## config.mk

```make
export PLATFORM = sky130hd
export DESIGN_NAME = dma_req_qual
export DESIGN_NICKNAME = d
export VERILOG_FILES = /design/src/rtl/dma_req_qual.sv
export SDC_FILE = /design/constraint.sdc
export NUM_CORES = 1
export LEC_CHECK = 0
export CAP_MARGIN = 30
export CORE_AREA = 2 2 39 41
export CTS_CLUSTER_DIAMETER = 30
export DETAILED_ROUTE_END_ITERATION = 6
export DIE_AREA = 0 0 41 43
export GPL_TIMING_DRIVEN = 0
export PLACE_DENSITY = 0.67
export SLEW_MARGIN = 20
export SYNTH_ARGS = -nofsm -noshare
export SYNTH_HDL_FRONTEND = slang
export SYNTH_SLANG_ARGS = --single-unit
```

## constraint.sdc

```tcl
create_clock -name clk -period 1.6 [get_ports clk]
set_input_delay 0.32 -clock clk [delete_from_list [all_inputs] [get_ports clk]]
set_output_delay 0.32 -clock clk [all_outputs]
set_load 0.05 [all_outputs]
```

## src/rtl/dma_req_qual.sv

```systemverilog
module dma_req_qual #(
  parameter int SYNC_STAGES = 2
) (
  input  logic       clk,
  input  logic       rst_n,
  input  logic       dreq_pin,
  input  logic       rx_full_req,
  input  logic       tx_empty_req,
  input  logic [1:0] src_sel,
  input  logic       det_edge,
  input  logic       det_high,
  input  logic       ch_enable,
  input  logic       dma_master_en,
  input  logic       xfer_end_flag,
  input  logic       nmi_flag,
  input  logic       addr_err_flag,
  input  logic       addr_single,
  input  logic       ack_on_write,
  input  logic       xfer_accept,
  output logic       xfer_start,
  output logic       single_mode,
  output logic       dack_read_cyc,
  output logic       dack_write_cyc
);
  localparam int PRIME_W = $clog2(SYNC_STAGES + 2);
  localparam logic [PRIME_W-1:0] PRIME_DONE = PRIME_W'(SYNC_STAGES + 1);

  logic [SYNC_STAGES-1:0] sync_q;
  logic                   hist_q;
  logic [PRIME_W-1:0]     prime_q;
  logic                   pend_q;
  logic                   busy_q;
  logic                   req;

  wire ext_now  = sync_q[SYNC_STAGES-1];
  wire primed   = (prime_q == PRIME_DONE);
  wire rise     = ext_now & ~hist_q;
  wire fall     = ~ext_now & hist_q;
  wire edge_hit = primed & (det_high ? rise : fall);
  wire lvl_hit  = primed & (det_high ? ext_now : ~ext_now);
  wire go_ok    = ch_enable & dma_master_en & ~xfer_end_flag & ~nmi_flag & ~addr_err_flag;
  wire ext_edge = (src_sel == 2'd0) & det_edge;
  wire fire     = go_ok & ~busy_q & req;

  always_comb begin
    case (src_sel)
      2'd0:    req = det_edge ? (pend_q | edge_hit) : lvl_hit;
      2'd1:    req = rx_full_req;
      2'd2:    req = tx_empty_req;
      default: req = 1'b0;
    endcase
  end

  always_ff @(posedge clk or negedge rst_n) begin
    if (!rst_n) begin
      sync_q     <= '0;
      hist_q     <= 1'b0;
      prime_q    <= '0;
      pend_q     <= 1'b0;
      busy_q     <= 1'b0;
      xfer_start <= 1'b0;
    end else begin
      sync_q     <= {sync_q[SYNC_STAGES-2:0], dreq_pin};
      hist_q     <= ext_now;
      if (!primed) prime_q <= prime_q + PRIME_W'(1);
      xfer_start <= fire;

      if (!go_ok)           busy_q <= 1'b0;
      else if (fire)        busy_q <= 1'b1;
      else if (xfer_accept) busy_q <= 1'b0;

      if (!go_ok || !ext_edge)      pend_q <= 1'b0;
      else if (edge_hit)            pend_q <= 1'b1;
      else if (xfer_accept && busy_q) pend_q <= 1'b0;
    end
  end

  assign single_mode    = addr_single;
  assign dack_read_cyc  = addr_single & ~ack_on_write;
  assign dack_write_cyc = addr_single & ack_on_write;
endmodule

```

**Yosys cells after proc, flatten, opt, wreduce, memory -nomap -nowiden**

Cells that the tools add are included.

- Flip-flop bits (word level): 8
- Bits of input ports: 17
- Output and inout bits: 4
- Word-level logic and storage cells: 48

- $add $sub $neg: 1
- Eq/ne operators: 4
- Multiplexer cells: 10
- Bitwise gates (word level): 21
- Reductions and logical operators: 6

Operators with widths:

| cell | number |
|---|---|
| $and A1 B1 Y1 | 13 |
| $mux W1 | 9 |
| $not A1 Y1 | 7 |
| $eq A2 B2 Y1 const B | 2 |
| $ne A3 B2 Y1 const B | 1 |
| $pmux W1 S3 | 1 |
| $reduce_bool A3 Y1 | 1 |
| $add A2 B1 Y2 const B | 1 |
| $eq A2 B1 Y1 const B | 1 |
| $logic_not A1 Y1 | 2 |
| $logic_not A2 Y1 | 1 |
| $logic_and A1 B1 Y1 | 1 |
| $logic_or A1 B1 Y1 | 1 |
| $or A1 B1 Y1 | 1 |

**Logic depth before layout (Yosys ltp)**

Gate-level depths: netlist of the first run.

- Depth in word-level cells: 10
- Depth in mapped cells: 5
- Depth with buffers taken out: 5

**Worst setup path before layout of the first run**

No wires, ideal clock.

- Path type: input port to flip-flop
- Start: input xfer_end_flag
- End: register busy_q
- Setup time: 0.104 ns
- Arrival: 1.329 ns
- Data required time: 1.496 ns
- Setup slack: 0.167 ns
- Stages: 3
- Buffers on the path: 0
- Cells stage by stage: or4_1 > a2111o_1 > o311ai_1

- Word-level cells in the longest chain between the ends: 8
- Elaborated cells on any way between the ends: 9
- Those cells by class: eq/ne: 1; mux: 2; bitwise: 6

Ends and longest elaborated chain:

| element | line | source |
|---|---|---|
| start: declaration | 14 | `input logic xfer_end_flag,` |
| $not A1 Y1 (*) | 41 | `wire go_ok = ch_enable & dma_master_en & ~xfer_end_flag & ~nmi_flag & ~addr_err_flag;` |
| $and A1 B1 Y1 (*) (3 in a row) | 41 |  |
| $and A1 B1 Y1 (2 in a row) | 43 | `wire fire = go_ok & ~busy_q & req;` |
| $mux W1 | 69 | `else if (fire) busy_q <= 1'b1;` |
| $mux W1 | 68 | `if (!go_ok) busy_q <= 1'b0;` |
| end signal: assignment | 68 |  |
| end signal: assignment | 69 |  |
| end signal: assignment | 70 | `else if (xfer_accept) busy_q <= 1'b0;` |
| end: declaration | 32 | `logic busy_q;` |

Every way passes the cells marked *; elsewhere a longest branch is shown, timed or not.
A chain may end at the register's enable or synchronous reset.

**Final worst setup path of the first run**

- Start: input addr_single
- End: output dack_read_cyc

- Word-level cells in the longest chain between the ends: 1

Ends and longest elaborated chain:

| element | line | source |
|---|---|---|
| start: declaration | 17 | `input logic addr_single,` |
| $and A1 B1 Y1 | 79 | `assign dack_read_cyc = addr_single & ~ack_on_write;` |
| end: declaration | 22 | `output logic dack_read_cyc,` |

Every way passes these cells.

==> key figures, run 1 <==
Outcome
  • Status: finished clean

Pwr
  • Net Sw Frac: between 20% and 30%
  • Combinational Power Share: ~18%
  • P_leak: 0.291 nW
  • Clock power frac: 33.7%
  • Net switching power: between 90 and 100 uW
  • Internal: about 340 uW
  • Flop pwr share: approximately 48%
  • Cell Pwr Density: between 600 and 700 nW/um2
  • Worst IR Drop VDD: about 0.00039 V

Critical path
  • Slowest cell on crit path: clkdlybuf4s50_1
  • CP endpoint kind: output pin
  • Worst-path maximum fanout: 3
  • Startpoint types: input pin
  • Crit path kind: input pin to output pin
  • Worst r2r src: prime_q[0]$_DFFE_PN0N_
  • Worst r2r dst: busy_q$_DFFE_PN0P_
  • Worst path cell trace: clkdlybuf4s50_1, nor2b_1, buf_2
  • WP data required: between 1 and 1.5 ns
  • Crit path largest cell delay: about 0.50 ns
  • Crit path arrival time: about 1.2 ns
  • Worst Reg-to-Reg Cells: 5
  • R2R setup slack: around 0.1 ns

Routing
  • Final wirelength: 857 um
  • Antenna-violating nets left: 0
  • Initial DRC Count: 0
  • DRC errors left: 0
  • Via count: between 300 and 400
  • WL/cell: 11.6 um
  • Drt pass-1 iters: 1
  • Vias per inst: between 4 and 5

Yosys
  • Simple-gate share of the synthesized area: about a fifth
  • Syn_area_per_cell: about 11 um2
  • Synth Area in Compound Gates: around 12%
  • Mapped Nets: 52
  • Cell Area, Synth: roughly 380 um2
  • Netlist cell types: 19
  • Post-Syn Instances: 34
  • Synth Area in XOR/XNOR: 4.61%
  • Post-synthesis adder-cell area fraction: between 3 and 4%
  • Mux cell area share after synthesis: 2.96%
  • Largest family of logic cells by synthesized area: simple AND/OR/NAND/NOR gates
  • Seq/Total Area, Yosys: between 50% and 60%
  • Yosys reg bits: 8
  • Yosys warning count: 0

Placement
  • Cell count after placement: 70
  • GP Congestion: roughly 0.65
  • DP HPWL: around 650 um
  • IO Port Bufs: 20

Floorplan
  • Die X: a little over 40 um
  • Area of the die: between 1500 and 2000 um2
  • Core area: between 1000 and 1500 um2
  • Starting Density: between 20% and 30%
  • Ports: 21
  • Die height: ~43 um
  • Cell row count: 14

Clocking
  • Cts bufs inserted: 3
  • Max clock buf depth: 2
  • Cts hold-fix bufs: 0
  • Worst-path clk slew: 0.05 ns
  • Clk_lat worst skew: between 0.2 and 0.3 ns
  • # H-tree levels: 1
  • Clock root cell: clkbuf_4
  • CTS tree: done
  • Clk sinks: 8

GRT
  • Largest net degree at the start of global routing: 9
  • Vias in the first global route: between 300 and 400
  • First-pass GRT wire length: approximately 1400 um
  • Grt total ovfl: 0
  • Initial antenna violation count: 0
  • Tot GR Track Use: a little under an eighth

Final layout
  • # diodes: 0
  • Final core occ: between 40 and 50%
  • Layout cells sized above 1: roughly 21%
  • Area delta synth->final: 67.8%
  • Net count, final: between 70 and 80
  • Non-filler cells, final: 74

Timing
  • Fmax: 649 MHz
  • Hold_ws: 0.346 ns
  • Slew HR: about two thirds
  • Clk_skew: around 0.00074 ns
  • Sum Neg Setup Slack: 0 ns
  • Setup-failing EPs final: 0
  • Min cycle time layout: ~1.5 ns
  • Actual slew at the worst max-slew pin: 0.498 ns
  • Final-report max-slew violation count: 0
  • Hold Violations, Final: 0
  • Final period util: 96.3%

Hold path
  • Worst Hold Class: input pin to asynchronous set/reset pin

Flow run
  • MaxCap Viol Count: 0
synth_stat cells (all sizes together):
cell    number  area (um2)
dfrtp        8         200
nand2        5        18.8
inv          2        7.51
nand3b       2        15.0
nor2         2        7.51
xnor2        2        17.5
a2111o       1        11.3
a211oi       1        7.51
a311o        1        10.0
a31oi        1        6.26
and2         1        6.26
and4b        1        10.0
buf          1        7.51
ha           1        12.5
mux2         1        11.3
nand4b       1        8.76
nor2b        1        6.26
o311ai       1        8.76
or4          1        7.51
layer usage:
layer	track usage, %	share of wire (%)	vias up	wire length, um
met5	0	0	-	0
met4	8.00	0	0	0
met3	4.71	5.7	0	49
met2	17.8	55	8	474
met1	13.4	39	160	333
li1	-	-	175	-
state kept, by name (all words and copies together), names as in the netlist:
register,cells
prime_q,2
sync_q,2
busy_q,1
hist_q,1
pend_q,1
xfer_start,1
placed cells by master, fill, tap and decap left out, types with 2 or more instances in the layout:
cell type        count
clkdlybuf4s50_1     12
dfrtp_1              8
nand2_1              5
dlymetal6s2s_1       4
clkbuf_4             3
buf_2                3
nor2_1               2
xnor2_1              2
nand3b_1             2
inv_1                2
buf_4                2
how the worst max path moves through the flow:
stage,end,startpoint,cells after the start
floorplan,busy_q$_DFFE_PN0P_,xfer_end_flag,3
global placement,dack_read_cyc,addr_single,3
detailed placement,dack_read_cyc,addr_single,3
CTS,busy_q$_DFFE_PN0P_,xfer_end_flag,4
global route,busy_q$_DFFE_PN0P_,prime_q[0]$_DFFE_PN0N_,5
finish,dack_read_cyc,addr_single,3
power by group through the flow:
stage               registers (mW)  logic [mW]  clock network (mW)
CTS                          0.209      0.0814               0.158
finish                       0.209      0.0803               0.147
global route                 0.210      0.0871               0.165
detailed placement           0.213      0.0843                   0
global placement             0.213      0.0835                   0
floorplan                    0.213      0.0288                   0
stage by stage:
step / setup slack [ns] / power (mW) / instance area [um2]
after CTS: 0.000594 / 0.448 / 611
final: 0.0597 / 0.437 / 638
after global routing: -0.00236 / 0.462 / 638
after global placement: -0.460 / 0.296 / 601
after detailed placement: -0.497 / 0.297 / 601
after floorplan: 0.167 / 0.242 / 380
logic make-up (layout without fill, tap and decap cells):
family	Yosys count	in the layout
compound gates	5	5
xor+xnor	2	2
flops	8	8
simple gates	14	14
buf+inv	3	27
fa+ha+maj	1	1
mux	1	1
final cells by class:
cell class	count	area, um2
Fill cell	136	746
Timing Repair Buffer	21	201
Sequential cell	8	200
Multi-Input combinational cell	23	179
Clock buffer	3	22.5
Tap cell	16	20.0
Buffer	1	7.51
Inverter	2	7.51
worst max-delay path: cells and delay by family:
family / cells / cell delay, ns
buffers and inverters: 2 / 0.77
AND/OR/NAND/NOR: 1 / 0.14
repair_timing:
item	CTS	global route
endpoints found under the setup margin	6	2
setup buffers	0	1
pin swaps	0	3
gates resized for setup	17	6
(Power assumes the default switching activity.)
==> inputs of run 2 (changes only) <==
==> constraint.sdc (replaced) <==
create_clock -name clk -period 1.6 [get_ports clk]
set_input_delay 0.32 -clock clk [delete_from_list [all_inputs] [get_ports clk]]
set_output_delay 0.32 -clock clk [all_outputs]
set_load 0.02 [all_outputs]
==> key figures, run 2 (synthesis results as in run 1) <==
Floorplan
  • Core area: ~1400 um2
  • Starting Density: 27.5%
  • Cell row count: 14
  • Die height: 43 um
  • Ports: 21
  • Area of the die: around 1800 um2
  • Die X: just over 40 um

GRT
  • Vias in the first global route: between 300 and 400
  • M1 GR Usage: a little over an eighth
  • Largest net degree at the start of global routing: 9
  • GR Util met2: 17.8%
  • Met3 Use GR: around 4.7%
  • Tot GR Track Use: between 10% and 20%
  • Initial antenna violation count: 0
  • First-pass GRT wire length: 1390 um
  • Gr busiest metal: met2
  • Grt total ovfl: 0

Pwr
  • Total power: around 430 uW
  • P_leak: 0.286 nW
  • Worst IR Drop VDD: around 0.00039 V
  • Cell Pwr Density: roughly 660 nW/um2

Placement
  • Cell count after placement: 70
  • Setup WS pre-CTS: -0.319 ns
  • DP HPWL: 647 um
  • IO Port Bufs: 20
  • Placed inst area: roughly 600 um2
  • GP Congestion: ~0.65

Timing
  • Min cycle time layout: around 1.6 ns
  • Clk_skew: between 0.0007 and 0.0008 ns
  • Hold Violations, Final: 0
  • Final-report max-slew violation count: 0
  • Setup-failing EPs final: 0
  • Actual slew at the worst max-slew pin: around 0.35 ns
  • Final period util: a little over nine tenths
  • Final WS setup: around 0.044 ns
  • Slew HR: between 70 and 80%
  • Fmax: 643 MHz
  • Sum Neg Setup Slack: 0 ns

Routing
  • Drt pass-1 iters: 1
  • Final wirelength: ~850 um
  • WL/cell: between 10 and 15 um
  • DRC errors left: 0
  • Initial DRC Count: 0
  • Via count: about 340
  • Vias per inst: between 4 and 5
  • Antenna-violating nets left: 0

Clocking
  • CTS tree: done
  • Cts bufs inserted: 3
  • Cts hold-fix bufs: 0
  • Clock root cell: clkbuf_4
  • Max clock buf depth: 2
  • Clk_lat worst skew: roughly 0.25 ns
  • Worst-path clk slew: approximately 0.05 ns
  • Clk sinks: 8
  • # H-tree levels: 1

Final layout
  • Layout cells sized above 1: 17.2%
  • # diodes: 0
  • Most common cell after layout, fill and taps aside: clkdlybuf4s50_1
  • Commonest non-fill, non-tap cells in the layout: clkdlybuf4s50_1, dfrtp_1, nand2_1
  • Top Registers: prime_q x2, sync_q x2
  • Non-filler cells, final: between 70 and 80
  • Area delta synth->final: 70.7%
  • Final Cell Area: approximately 650 um2
  • Net count, final: a little under 80

Critical path
  • Crit path arrival time: 1.24 ns
  • CP endpoint kind: output pin
  • Startpoint types: input pin
  • Crit path kind: input pin to output pin
  • Worst-path maximum fanout: 3
  • WP data required: ~1.3 ns

Flow run
  • MaxCap Viol Count: 0

Outcome
  • Status: finished clean

Hold path
  • Worst Hold Class: input pin to asynchronous set/reset pin
run 2: area by class of cell:
cell class	instances	area [um2]
clock buffers	3	22.5
flip-flops and latches	8	200
inverters	2	7.51
repair buffers	21	213
well taps	16	20.0
fillers	136	734
plain buffers	1	7.51
multi-input cells	23	179
run 2: stage by stage:
| step | hold WS (ns) | utilization (%) |
|---|---|---|
| floorplan | 0.0244 | - |
| global placement | 0.334 | 43.4 |
| detailed placement | 0.340 | 43.4 |
| CTS | 0.341 | 45.2 |
| global route | 0.358 | 46.9 |
| finish | 0.346 | 46.9 |
run 2: repair_timing:
action	CTS	global route
pin swaps	0	3
resized for setup	6	9
setup endpoints to repair	5	5
setup buffers	0	1
endpoints found under the hold margin	0	0
run 2: per-layer routing:
metal	wire, um	up-vias
met5	0	-
met4	0	0
met3	44	0
met2	474	8
met1	333	160
li1	-	175
run 2: worst paths after layout:
| check | slack [ns] | endpoint | cells after the start | start |
|---|---|---|---|---|
| worst max-delay path | 0.04 | dack_write_cyc | 3 | addr_single |
| worst min-delay path | 0.35 | pend_q$_DFFE_PN0P_ | 1 | rst_n |
| worst max register to register | 0.10 | busy_q$_DFFE_PN0P_ | 5 | prime_q[0]$_DFFE_PN0N_ |
| worst min register to register | 0.35 | sync_q[1]$_DFF_PN0_ | 0 | sync_q[0]$_DFF_PN0_ |
| max in group asynchronous | 1.00 | sync_q[0]$_DFF_PN0_ | 1 | rst_n |
| min in group clk | 0.35 | sync_q[1]$_DFF_PN0_ | 0 | sync_q[0]$_DFF_PN0_ |
run 2: where the power goes:
group | leakage [nW] | total [mW] | internal, mW | switching (mW)
clock | 0.0138 | 0.147 | 0.0854 | 0.0620
sequential | 0.0943 | 0.209 | 0.207 | 0.00250
combinational | 0.178 | 0.0721 | 0.0469 | 0.0252
total | 0.286 | 0.429 | 0.339 | 0.0897
run 2: worst max-delay path, cell delays in order:
cell,delay [ns]
clkdlybuf4s50_1,0.50
and2_1,0.13
clkdlybuf4s15_1,0.29
==> inputs of run 3 (changes only) <==
--- a/config.mk
+++ b/config.mk
@@ -11,7 +11,7 @@
 export DETAILED_ROUTE_END_ITERATION = 6
 export DIE_AREA = 0 0 41 43
 export GPL_TIMING_DRIVEN = 0
-export PLACE_DENSITY = 0.67
+export PLACE_DENSITY = 0.7
 export SLEW_MARGIN = 20
 export SYNTH_ARGS = -nofsm -noshare
 export SYNTH_HDL_FRONTEND = slang
==> constraint.sdc (replaced) <==
create_clock -name clk -period 1.4 [get_ports clk]
set_input_delay 0.28 -clock clk [delete_from_list [all_inputs] [get_ports clk]]
set_output_delay 0.28 -clock clk [all_outputs]
set_load 0.1 [all_outputs]
==> key figures, run 3 (synthesis results as in run 1) <==
Critical path
  • Crit path kind: input pin to flip-flop
  • Origin of the worst setup path: nmi_flag
  • WP data required: approximately 1.5 ns
  • Worst Reg-to-Reg Cells: 5
  • Startpoint types: input pin
  • Worst r2r dst: busy_q$_DFFE_PN0P_
  • CP endpoint kind: flip-flop
  • Worst r2r src: prime_q[1]$_DFFE_PN0N_
  • Crit path arrival time: 1.54 ns
  • R2R setup slack: 0.01 ns
  • CP endpoint: busy_q$_DFFE_PN0P_
  • Worst-path maximum fanout: 3

Timing
  • Final WS setup: -0.00498 ns
  • Hold Violations, Final: 0
  • Actual slew at the worst max-slew pin: around 0.48 ns
  • Final period util: 100%
  • Clk_skew: ~0.0007 ns
  • Final-report max-slew violation count: 0
  • Slew HR: a little under 70%
  • RSZ-0062 raised after global routing: yes
  • Setup-failing EPs final: 1
  • Fmax: roughly 710 MHz
  • Hold_ws: just over 0.3 ns
  • Min cycle time layout: between 1 and 1.5 ns

Routing
  • Drt pass-1 iters: 2
  • Met3 routed wirelength: about 82 um
  • DRC errors left: 0
  • Vias per inst: between 4 and 5
  • Initial DRC Count: 2
  • Antenna-violating nets left: 0
  • Via count: between 300 and 400
  • Final wirelength: approximately 900 um
  • WL/cell: roughly 11 um
  • Metal2 WL: 435 um
  • Uppermost layer routed: met3
  • Wire length on met1: approximately 360 um

Pwr
  • Cell Pwr Density: 742 nW/um2
  • Worst IR Drop VDD: 0.000411 V
  • Total power: 528 uW
  • P_leak: between 0.3 and 0.4 nW

Final layout
  • Commonest non-fill, non-tap cells in the layout: dfrtp_1, clkdlybuf4s50_1, nand2_1, buf_4
  • Top Registers: prime_q x2, sync_q x2
  • Net count, final: just over 80
  • # diodes: 0
  • Layout cells sized above 1: a little over 30%
  • Area delta synth->final: 86.8%

Placement
  • DP HPWL: slightly below 600 um
  • GP Congestion: between 0.6 and 0.7
  • IO Port Bufs: 20

Clocking
  • Clock root cell: clkbuf_4
  • Clk_lat worst skew: between 0.2 and 0.25 ns
  • Worst-path clk slew: about 0.050 ns
  • CTS tree: done
  • # H-tree levels: 1
  • Cts hold-fix bufs: 0
  • Cts bufs inserted: 3
  • Max clock buf depth: 2
  • Clk sinks: 8

Outcome
  • Failing checks: negative setup slack
  • Status: finished with violations

GRT
  • Vias in the first global route: between 300 and 400
  • Largest net degree at the start of global routing: 9
  • First-pass GRT wire length: between 1000 and 1500 um
  • Grt total ovfl: 0
  • Initial antenna violation count: 0
  • Tot GR Track Use: between 10% and 20%

Floorplan
  • Die X: 41 um
  • Core area: between 1000 and 1500 um2
  • Die height: ~43 um
  • Cell row count: 14
  • Ports: 21
  • Starting Density: 27.5%
  • Area of the die: roughly 1800 um2

Flow run
  • MaxCap Viol Count: 0

Hold path
  • Worst Hold Class: input pin to asynchronous set/reset pin
-- run 3: cell count changes in the layout (fill, tap and decap cells not counted), moves of 2 or more --
cell	before	now
buf_12	0	2
dlymetal6s2s_1	4	2
clkdlybuf4s50_1	13	8
dlygate4sd2_1	0	3
buf_4	2	5
-- run 3: worst max-delay path, stage by stage --
cell and delay (ns):
dlygate4sd2_1 0.23, or4_4 0.52, a2111o_1 0.43, o311ai_2 0.08
-- run 3: per-stage QoR --
step | utilization, % | setup slack, ns | TNS (ns) | std cells | instance area, um2
after global placement | 43.8 | -0.904 | -4.03 | 70 | 606
after floorplan | - | 0.00676 | 0 | 34 | 385
after detailed placement | 43.8 | -0.909 | -4.02 | 70 | 606
after CTS | 50.3 | -0.0250 | -0.0479 | 77 | 696
after global routing | 51.4 | -0.0389 | -0.0389 | 77 | 711
final | 51.4 | -0.00498 | -0.00498 | 77 | 711
-- run 3: layout make-up --
| class | count | area [um2] |
|---|---|---|
| Fill cell | 128 | 673 |
| Timing Repair Buffer | 24 | 248 |
| Multi-Input combinational cell | 23 | 205 |
| Sequential cell | 8 | 200 |
| Clock buffer | 3 | 22.5 |
| Tap cell | 16 | 20.0 |
| Buffer | 1 | 7.51 |
| Inverter | 2 | 7.51 |
-- run 3: repair_timing --
item | in CTS | in global routing
setup endpoints to repair | 6 | 5
resized for setup | 40 | 7
pin swaps | 4 | 2
setup buffers | 4 | 0
hold endpoints to repair | 0 | 0
-- run 3: power breakdown --
group / leakage [nW] / internal, mW / total, mW / switching [mW]
logic: 0.200 / 0.0629 / 0.125 / 0.0619
registers: 0.0943 / 0.237 / 0.240 / 0.00309
clock network: 0.0138 / 0.0972 / 0.163 / 0.0659
total: 0.308 / 0.397 / 0.528 / 0.131
-- run 3: worst min path at each step --
stage          slack (ns)  cells past startpoint              endpoint                start
3_5_place_dp         0.34                      0   sync_q[1]$_DFF_PN0_  sync_q[0]$_DFF_PN0_
3_3_place_gp         0.33                      0   sync_q[1]$_DFF_PN0_  sync_q[0]$_DFF_PN0_
5_1_grt              0.34                      1   sync_q[1]$_DFF_PN0_                rst_n
6_report             0.30                      1  xfer_start$_DFF_PN0_                rst_n
2_1_floorplan       -0.02                      0    busy_q$_DFFE_PN0P_                rst_n
4_1_cts              0.31                      1  xfer_start$_DFF_PN0_                rst_n
-- run 3: routing by layer --
| layer | track usage (%) | vias up |
|---|---|---|
| met3 | 3.14 | 0 |
| met5 | 0 | - |
| met2 | 17.8 | 15 |
| met1 | 12.8 | 167 |
| met4 | 6.00 | 0 |
| li1 | - | 177 |
